$ cat config.mk
export PLATFORM = sky130hd
export DESIGN_NAME = bidir_port_ctrl
export DESIGN_NICKNAME = d
export VERILOG_FILES = /design/src/rtl/pac_pkg.sv /design/src/rtl/pac_decode.sv /design/src/rtl/pac_rdreg.sv /design/src/rtl/bidir_port_ctrl.sv
export SDC_FILE = /design/constraint.sdc
export NUM_CORES = 1
export LEC_CHECK = 0
export BUFFER_PORTS_ARGS = -buffer_cell sky130_fd_sc_hd__buf_2
export CORE_MARGIN = 2
export CORE_UTILIZATION = 36
export CTS_BUF_LIST = sky130_fd_sc_hd__clkbuf_4
export CTS_CLUSTER_SIZE = 12
export DETAILED_ROUTE_END_ITERATION = 7
export PLACE_DENSITY = 0.79
export SYNTH_ARGS = -nofsm -noshare
export SYNTH_HDL_FRONTEND = slang
export SYNTH_HIERARCHICAL = 1
export SYNTH_SLANG_ARGS = --single-unit
$ cat constraint.sdc
create_clock -name clk -period 1.41 [get_ports clk]
set_clock_uncertainty 0.1 [all_clocks]
set_input_delay 0.423 -clock clk [delete_from_list [all_inputs] [get_ports clk]]
set_output_delay 0.423 -clock clk [all_outputs]
set_load 0.05 [all_outputs]
$ cat src/rtl/pac_pkg.sv
package pac_pkg;
    localparam int unsigned BUS_W = 36;

    typedef enum logic [2:0] {
        ACT_IDLE    = 3'd0,
        ACT_FIFO_WR = 3'd1,
        ACT_FIFO_RD = 3'd2,
        ACT_MBX_WR  = 3'd3,
        ACT_MBX_RD  = 3'd4
    } port_act_e;

    typedef struct packed {
        logic fifo_wr;
        logic fifo_rd;
        logic mbx_wr;
        logic mbx_rd;
    } strobe_t;
endpackage

$ cat src/rtl/pac_decode.sv
module pac_decode
    import pac_pkg::*;
(
    input  logic      cs_n,
    input  logic      wr_sel,
    input  logic      en,
    input  logic      mbx_sel,
    input  logic      in_ready,
    input  logic      out_ready,
    output port_act_e act,
    output strobe_t   strb,
    output logic      drive
);
    always_comb begin
        act = ACT_IDLE;
        if (!cs_n && en) begin
            if (mbx_sel) begin
                act = wr_sel ? ACT_MBX_WR : ACT_MBX_RD;
            end else if (wr_sel) begin
                if (in_ready) act = ACT_FIFO_WR;
            end else begin
                if (out_ready) act = ACT_FIFO_RD;
            end
        end
    end

    always_comb begin
        strb.fifo_wr = (act == ACT_FIFO_WR);
        strb.fifo_rd = (act == ACT_FIFO_RD);
        strb.mbx_wr  = (act == ACT_MBX_WR);
        strb.mbx_rd  = (act == ACT_MBX_RD);
        drive        = !cs_n && !wr_sel;
    end
endmodule

$ cat src/rtl/pac_rdreg.sv
module pac_rdreg #(
    parameter int unsigned DATA_W = 36
) (
    input  logic              clk,
    input  logic              rst_n,
    input  logic              load,
    input  logic [DATA_W-1:0] din,
    output logic [DATA_W-1:0] dout
);
    typedef struct packed {
        logic [DATA_W-1:0] data;
    } rd_state_t;

    rd_state_t state_d, state_q;

    always_comb begin
        state_d = state_q;
        if (load) state_d.data = din;
    end

    always_ff @(posedge clk or negedge rst_n) begin
        if (!rst_n) state_q <= '0;
        else        state_q <= state_d;
    end

    assign dout = state_q.data;
endmodule

$ cat src/rtl/bidir_port_ctrl.sv
module bidir_port_ctrl
    import pac_pkg::*;
#(
    parameter int unsigned DATA_W = BUS_W
) (
    input  logic              clk,
    input  logic              rst_n,
    input  logic              cs_n,
    input  logic              wr_sel,
    input  logic              en,
    input  logic              mbx_sel,
    input  logic              in_ready,
    input  logic              out_ready,
    input  logic [DATA_W-1:0] bus_in,
    input  logic [DATA_W-1:0] fifo_rdata,
    output logic [DATA_W-1:0] bus_out,
    output logic              bus_oe,
    output logic              fifo_wr,
    output logic [DATA_W-1:0] fifo_wdata,
    output logic              fifo_rd,
    output logic              mbx_wr,
    output logic              mbx_rd
);
    port_act_e act;
    strobe_t   strb;
    logic      drive;

    pac_decode i_decode (
        .cs_n      (cs_n),
        .wr_sel    (wr_sel),
        .en        (en),
        .mbx_sel   (mbx_sel),
        .in_ready  (in_ready),
        .out_ready (out_ready),
        .act       (act),
        .strb      (strb),
        .drive     (drive)
    );

    pac_rdreg #(.DATA_W(DATA_W)) i_rdreg (
        .clk   (clk),
        .rst_n (rst_n),
        .load  (strb.fifo_rd),
        .din   (fifo_rdata),
        .dout  (bus_out)
    );

    assign bus_oe     = drive;
    assign fifo_wr    = strb.fifo_wr;
    assign fifo_rd    = strb.fifo_rd;
    assign mbx_wr     = strb.mbx_wr;
    assign mbx_rd     = strb.mbx_rd;
    assign fifo_wdata = bus_in;

    logic unused_act;
    assign unused_act = ^act;
endmodule

* Word level (Yosys, flattened, before mapping)
Cells that the tools add are included.
** Word-level totals
- Register bits after elaboration :: 36
- Bits of input ports :: 80
- Output and inout port bits :: 77
- Word-level logic and storage cells :: 15
** Cells by class
- Equality and inequality tests :: 4
- Multiplexer cells :: 6
- Reductions and logical operators :: 4
** Operators by type and width (count)
- 3-bit two-way mux :: 4
- 3-bit by 2-bit equality test with 1-bit output, second input constant :: 2
- 3-bit by 1-bit equality test with 1-bit output, second input constant :: 1
- 3-bit equality test, second input constant :: 1
- 1-bit logical AND :: 2
- 1-bit zero test :: 2
- 2-bit two-way mux :: 1
- 1-bit two-way mux :: 1

* Logic depth before layout (Yosys ltp)
Gate-level depths: netlist of run 1.
- Depth after elaboration :: 5
- Depth in mapped cells :: 5
- Mapped depth without buffers :: 3

* Cells and area by module
Netlist of run 1, hierarchy kept.
** By module, submodules not included
- pac_rdreg :: times used 1, cells each 76, area an instance 1490.2 µm², sequential area each 900.9 µm²
- bidir_port_ctrl :: times used 1, cells each 36, area an instance 270.3 µm², sequential area each 0.0 µm²
- pac_decode :: times used 1, cells each 13, area an instance 90.1 µm², sequential area each 0.0 µm²

* Worst setup path after synthesis of run 1
Ideal clock, no wire load.
- Kind :: input to register
- From :: input mbx_sel
- To :: register i_rdreg.state_q, in the netlist i_rdreg/dout[10]
- Library setup time :: 0.125 ns
- Arrival time :: 2.221 ns
- Data required time :: 1.185 ns
- Path slack :: -1.037 ns
- Cell stages on the path :: 5
- Path buffers :: 2
- Cell sequence :: or3b_4 nor2_1 buf_6 buf_12 mux2_4
** Between the ends
- Cells in the longest elaborated chain, start to end :: 3
** RTL lines
- from (decl) :: RTL line bidir_port_ctrl.sv:11 : input logic mbx_sel,
- 3-bit two-way mux :: RTL line pac_decode.sv:17 : if (mbx_sel) begin
- 3-bit two-way mux :: RTL line pac_decode.sv:16 : if (!cs_n && en) begin
- 3-bit by 2-bit equality test with 1-bit output :: RTL line pac_decode.sv:29 : strb.fifo_rd = (act == ACT_FIFO_RD);
- via fifo_rd :: RTL line bidir_port_ctrl.sv:20 : output logic fifo_rd,
- to (signal assigned) :: RTL line pac_rdreg.sv:23 : else state_q <= state_d;
- to (decl) :: RTL line pac_rdreg.sv:14 : rd_state_t state_d, state_q;
The timed path passes the listed nets, and every way through them passes these cells.
A chain may end at the register's enable or synchronous reset.

* Worst setup path in the final report of run 1
- From :: input mbx_sel
- To :: register i_rdreg.state_q, in the netlist i_rdreg/dout[29]
** Between the ends
- Cells in the longest elaborated chain, start to end :: 3
** RTL lines (RTL line)
- 3-bit two-way mux :: pac_decode.sv:17
- 3-bit two-way mux :: pac_decode.sv:16
- 3-bit by 2-bit equality test with 1-bit output :: pac_decode.sv:29
Every way passes these cells.

==> results of run 1 <==
## worst min path at each step
stage	startpoint	to	slack (ps)	cells after the start
5_1_grt	fifo_rdata[13]	i_rdreg/dout[13]$_DFFE_PN0P_	190	2
2_1_floorplan	rst_n	i_rdreg/dout[0]$_DFFE_PN0P_	30	0
3_3_place_gp	rst_n	i_rdreg/dout[30]$_DFFE_PN0P_	300	2
3_5_place_dp	rst_n	i_rdreg/dout[31]$_DFFE_PN0P_	300	2
6_report	fifo_rdata[12]	i_rdreg/dout[12]$_DFFE_PN0P_	230	2
4_1_cts	fifo_rdata[8]	i_rdreg/dout[8]$_DFFE_PN0P_	200	2
## where the power goes
part | internal, mW | total [mW] | leakage, nW | switching, mW
Combinational | 1.03 | 2.21 | 0.924 | 1.17
Sequential | 1.27 | 1.45 | 0.441 | 0.181
Clock | 0.203 | 0.501 | 0.0315 | 0.298
## cell type report
type | count | area (µm²) | share of cell area
Timing Repair Buffer | 124 | 1130 | 0.405
Clock inverter | 1 | 5.00 | 0.00180
Sequential cell | 36 | 901 | 0.324
Clock buffer | 6 | 45.0 | 0.0162
Multi-Input combinational cell | 44 | 622 | 0.223
Tap cell | 67 | 83.8 | 0.0301
## metrics by stage
step / TNS (ps) / cells / hold WS (ps)
after global routing: -12510 / 278 / 192
final: -10890 / 278 / 227
after global placement: -17010 / 237 / 299
after detailed placement: -17700 / 237 / 301
after CTS: -8150 / 264 / 204
after floorplan: -20420 / 120 / 27.4
## cells in the final DEF, fill, tap and decap left out, drive strengths merged
cell and count:
and4b 1, buf 123, clkbuf 6, clkinv 1, dfrtp 36, dlygate4sd3 1
mux2 36, nand2b 1, nand3b 1, nor2 2, nor3b 2, or3b 1
## routing by layer
layer / vias up / global-route usage / wire (µm)
met4: 0 / 0.0595 / 50
met5: - / 0 / 0
met2: 80 / 0.248 / 2090
met3: 14 / 0.0629 / 440
met1: 565 / 0.172 / 1600
li1: 547 / - / -
## timing repair
| action | in CTS | in global routing |
|---|---|---|
| resized for setup | 96 | 8 |
| setup buffers | 17 | 15 |
| pin swaps | 6 | 5 |
| endpoints found under the hold margin | 36 | 0 |
| hold buffers | 1 | 0 |
| gates cloned | 2 | 0 |
| endpoints found under the setup margin | 77 | 77 |
==> results.rst, run 1 <==
.. list-table::
   :header-rows: 1

   * - Metric
     - Value
   * - Number of antenna violations at the first check in global routing
     - 0
   * - Max-cap violations
     - 0
   * - Remaining number of nets flagged by the antenna check after routing
     - 0
   * - Result of the run
     - complete, but fails checks
   * - CP Cell Sequence
     - buf_6 > or3b_4 > nor2_4 > buf_4 > buf_8 > buf_4 > buf_12 > mux2_4
   * - Slowest CP cell
     - or3b_4
   * - Unrepaired setup endpoints after global routing
     - true
   * - Failing checks
     - setup timing
   * - Reg2reg end
     - i_rdreg/dout[28]$_DFFE_PN0P_
   * - Launch point of the worst reg-to-reg path
     - i_rdreg/dout[28]$_DFFE_PN0P_
   * - Total Die Area
     - 5630 µm²
   * - Maximum clock frequency
     - 0.572 GHz
   * - DRC violation count after routing
     - 0
   * - DRC violation total after the first TritonRoute iteration
     - 33
   * - Antenna diodes
     - 0
   * - Total power divided by cell area
     - approximately 1500 nW/µm²
   * - Netlist area before placement
     - approximately 1800 µm²
   * - Io pins
     - 157
   * - Wire length of the first global-routing pass
     - slightly above 6 mm
   * - Final worst setup slack
     - -338 ps
   * - Leak
     - 1.40 nW
   * - Slew at the pin with the worst max-slew slack
     - approximately 190 ps
   * - Worst slew slack as a fraction of its limit
     - 0.872
   * - Height of the die
     - ~75 µm
   * - Post-DP HPWL
     - around 2.5 mm
   * - Worst skew pair latency
     - between 300 and 400 ps
   * - Synth warn
     - 6
   * - Cell count along the critical path
     - 8
   * - Flip-flop count of the largest register, all copies and words added
     - 36
   * - Fraction of layout instances using a drive strength above 1
     - 0.820
   * - Reg2Reg Depth
     - 3
   * - Worst-case clock buffer depth
     - 2
   * - Gate family responsible for the most delay along the worst path
     - buffers and inverters
   * - CP required
     - 1520 ps
   * - Area Overhead vs Synth
     - 53.1%
   * - Final hold vios
     - 0
   * - Routed WL per cell
     - around 15 µm
   * - Element type at the critical path start
     - input pin
   * - Root cell of the clock tree
     - clkbuf_4
   * - TritonCTS clock tree
     - done
   * - Max stage delay on crit path
     - 400 ps
   * - Critical path data arrival time
     - 1850 ps
   * - Register clock-pin slew on the reported worst setup and hold paths
     - roughly 100 ps
   * - Setup crit end kind
     - flip-flop
   * - Port Buffer Count
     - between 80 and 90
   * - Post-synthesis instance total
     - between 100 and 150
   * - Count of clock tree sinks
     - 36
   * - Core Box Area
     - between 4000 and 5000 µm²
   * - Clock buffer count from CTS
     - 5
   * - Vias in the first global route
     - ~1,300
   * - Avg Inst Size Synth
     - 15.1 µm²
   * - Finished Core Util
     - 0.581
   * - Final Total Pwr
     - approximately 4.2 mW
   * - Synthesized netlist net count
     - 200
   * - Critical path capture point
     - i_rdreg/dout[29]$_DFFE_PN0P_
   * - Net count reported at finish
     - approximately 290
   * - CP most frequent cell
     - buf_4
   * - Worst slack at placement
     - -484 ps
   * - Crit path kind
     - input pin to flip-flop
   * - Iteration count of the initial detailed-routing pass
     - 4
   * - Peak supply drop
     - approximately 0.00080 V
   * - Timing startpoint of the critical path
     - mbx_sel
   * - Maximum fanout count along the critical path
     - 7
   * - Initial core utilization
     - 0.380
   * - Worst reg-to-reg setup slack
     - 270 ps
   * - Max-slew violation total from the final report
     - 0
   * - Post-DR vias/cell
     - around 4.3
   * - Total gr overflow
     - 0
   * - Post-place instance area
     - approximately 2100 µm²
   * - Worst Path Buf+Inv
     - 5
   * - Setup Viol. Count Final
     - between 40 and 50
   * - Hold WC Path Type
     - input pin to flip-flop
   * - # fillers
     - between 300 and 400
   * - Weighted congestion at the end of routability-driven global placement
     - ~0.71
   * - Sum of routed wire length over all layers
     - around 4.2 mm
   * - # H-tree levels
     - 2
   * - Overall track demand over capacity in global routing
     - 0.150
   * - Period utilization
     - 1.24
   * - Width of the die
     - around 75 µm
   * - Standard-cell rows
     - 25
   * - Final design instance area without fill
     - between 2000 and 3000 µm²
   * - Post-layout minimum cycle time
     - ~1700 ps
   * - Maximum number of pins on one net before global-route repair
     - 37
   * - Number of vias in the routed layout
     - about 1,200
No activity file was read; power rests on OpenSTA's default activity.
==> inputs of run 2 (changes only) <==
Settings changed: CORE_UTILIZATION 36 to 39, GPL_TIMING_DRIVEN set to 0, PLACE_DENSITY 0.79 to 0.82.
Clock period 1.41 ns to 1.65 ns, I/O delays scaled along.
==> results.rst, run 2 (synthesis gave the netlist of run 1 again) <==
.. list-table::
   :header-rows: 1

   * - Metric
     - Value
   * - Result of the run
     - complete, but fails checks
   * - Failing checks
     - setup timing
   * - Routed WL per cell
     - 13.4 µm
   * - # H-tree levels
     - 2
   * - Overall track demand over capacity in global routing
     - 0.149
   * - TritonCTS clock tree
     - done
   * - Leak
     - ~1.5 nW
   * - Crit path kind
     - input pin to output port
   * - Clock buffer count from CTS
     - 5
   * - DRC violation total after the first TritonRoute iteration
     - 31
   * - Total Neg Setup Slack
     - -1430 ps
   * - Leading cell type in the layout, fill and taps excluded
     - buf_2
   * - Flip-flop count of the largest register, all copies and words added
     - 36
   * - Max-cap violations
     - 0
   * - Register clock-pin slew on the reported worst setup and hold paths
     - between 100 and 150 ps
   * - Initial core utilization
     - 0.412
   * - Antenna diodes
     - 0
   * - Maximum fanout count along the critical path
     - 3
   * - Post-route worst hold slack
     - 130 ps
   * - Iteration count of the initial detailed-routing pass
     - 4
   * - Unrepaired setup endpoints after global routing
     - true
   * - Worst skew pair latency
     - roughly 330 ps
   * - Net count reported at finish
     - roughly 340
   * - Vias in the first global route
     - 1,304
   * - Final design instance area without fill
     - between 2000 and 3000 µm²
   * - Period utilization
     - 1.12
   * - Finished Core Util
     - 0.637
   * - Maximum clock frequency
     - 0.542 GHz
   * - Height of the die
     - 72.3 µm
   * - CTS Hold Bufs
     - 0
   * - Slew at the pin with the worst max-slew slack
     - between 700 and 800 ps
   * - Standard-cell rows
     - 24
   * - Setup Viol. Count Final
     - 37
   * - Peak supply drop
     - 0.000544 V
   * - Remaining number of nets flagged by the antenna check after routing
     - 0
   * - Post-DP HPWL
     - roughly 3.0 mm
   * - Width of the die
     - just over 70 µm
   * - Core Box Area
     - approximately 4400 µm²
   * - Final hold vios
     - 0
   * - Post-layout minimum cycle time
     - 1850 ps
   * - CP required
     - between 1000 and 1500 ps
   * - Launch point of the worst reg-to-reg path
     - i_rdreg/dout[19]$_DFFE_PN0P_
   * - Hold WC Path Type
     - input pin to asynchronous set/reset pin
   * - Maximum number of pins on one net before global-route repair
     - 37
   * - Weighted congestion at the end of routability-driven global placement
     - roughly 0.72
   * - Reg2Reg Depth
     - 1
   * - Element type at the critical path start
     - input pin
   * - Total gr overflow
     - 0
   * - Reg2reg end
     - i_rdreg/dout[19]$_DFFE_PN0P_
   * - DRC violation count after routing
     - 0
   * - Worst slew slack as a fraction of its limit
     - 0.477
   * - Wire length of the first global-routing pass
     - slightly below 6 mm
   * - Sum of routed wire length over all layers
     - 4.20 mm
   * - Port Buffer Count
     - 120
   * - Total Die Area
     - roughly 5200 µm²
   * - Post-DR vias/cell
     - 4.38
   * - Final Total Pwr
     - approximately 3.5 mW
   * - Total power divided by cell area
     - approximately 1200 nW/µm²
   * - Worst-case clock buffer depth
     - 2
   * - Max-slew violation total from the final report
     - 0
   * - Area Overhead vs Synth
     - 54.6%
   * - Number of vias in the routed layout
     - 1,365
   * - Number of antenna violations at the first check in global routing
     - 0
   * - Top library cells by usage in the layout, fill and taps aside
     - buf_2, buf_4, dfrtp_1
   * - Final worst setup slack
     - -197 ps
   * - Worst reg-to-reg setup slack
     - 770 ps
   * - Io pins
     - roughly 160
   * - Setup crit end kind
     - output port
   * - Post-place instance area
     - between 2000 and 3000 µm²
   * - Count of clock tree sinks
     - 36
   * - Fraction of layout instances using a drive strength above 1
     - 0.854
   * - Critical path data arrival time
     - ~1300 ps
   * - Root cell of the clock tree
     - clkbuf_4
-- run 2: how the worst max path moves through the flow --
stage	from	to	slack, ps	cells after the start
final	mbx_sel	fifo_rd	-200	4
after global routing	mbx_sel	fifo_rd	-220	4
after CTS	wr_sel	fifo_rd	-220	4
after detailed placement	mbx_sel	i_rdreg/dout[19]$_DFFE_PN0P_	-370	6
after global placement	mbx_sel	i_rdreg/dout[23]$_DFFE_PN0P_	-350	6
after floorplan	mbx_sel	i_rdreg/dout[10]$_DFFE_PN0P_	-400	5
-- run 2: area by class of cell --
| class | count | area (µm²) |
|---|---|---|
| Buffer | 40 | 350 |
| Clock buffer | 5 | 37.5 |
| Clock inverter | 3 | 42.5 |
| Fill cell | 343 | 1600 |
| Multi-Input combinational cell | 44 | 621 |
| Sequential cell | 36 | 901 |
| Tap cell | 52 | 65.1 |
| Timing Repair Buffer | 132 | 795 |
-- run 2: critical path, stage by stage --
cell    delay [ps]
buf_8          100
or3b_4         390
nor2_4         110
buf_8          150
-- run 2: stage by stage --
stage | setup WS, ps | instances
after detailed placement | -368 | 292
after global routing | -216 | 312
after CTS | -220 | 304
after global placement | -349 | 292
final | -197 | 312
after floorplan | -398 | 120
-- run 2: layer usage --
| layer | vias up | global-route usage | part of all wire |
|---|---|---|---|
| met5 | - | 0 | 0 |
| met4 | 0 | 0.0482 | 0.0081 |
| met3 | 4 | 0.0597 | 0.13 |
| met2 | 100 | 0.253 | 0.48 |
| met1 | 613 | 0.171 | 0.38 |
| li1 | 648 | - | - |
-- run 2: report_power, final --
part | switching, mW | internal, mW
Combinational | 1.14 | 0.546
Sequential | 0.0997 | 1.09
Clock | 0.300 | 0.316
-- run 2: repair_timing --
action,CTS,global route
resized for setup,20,5
buffers inserted,4,7
setup endpoints to repair,4,34
pin swaps,4,3
gates cloned,0,2
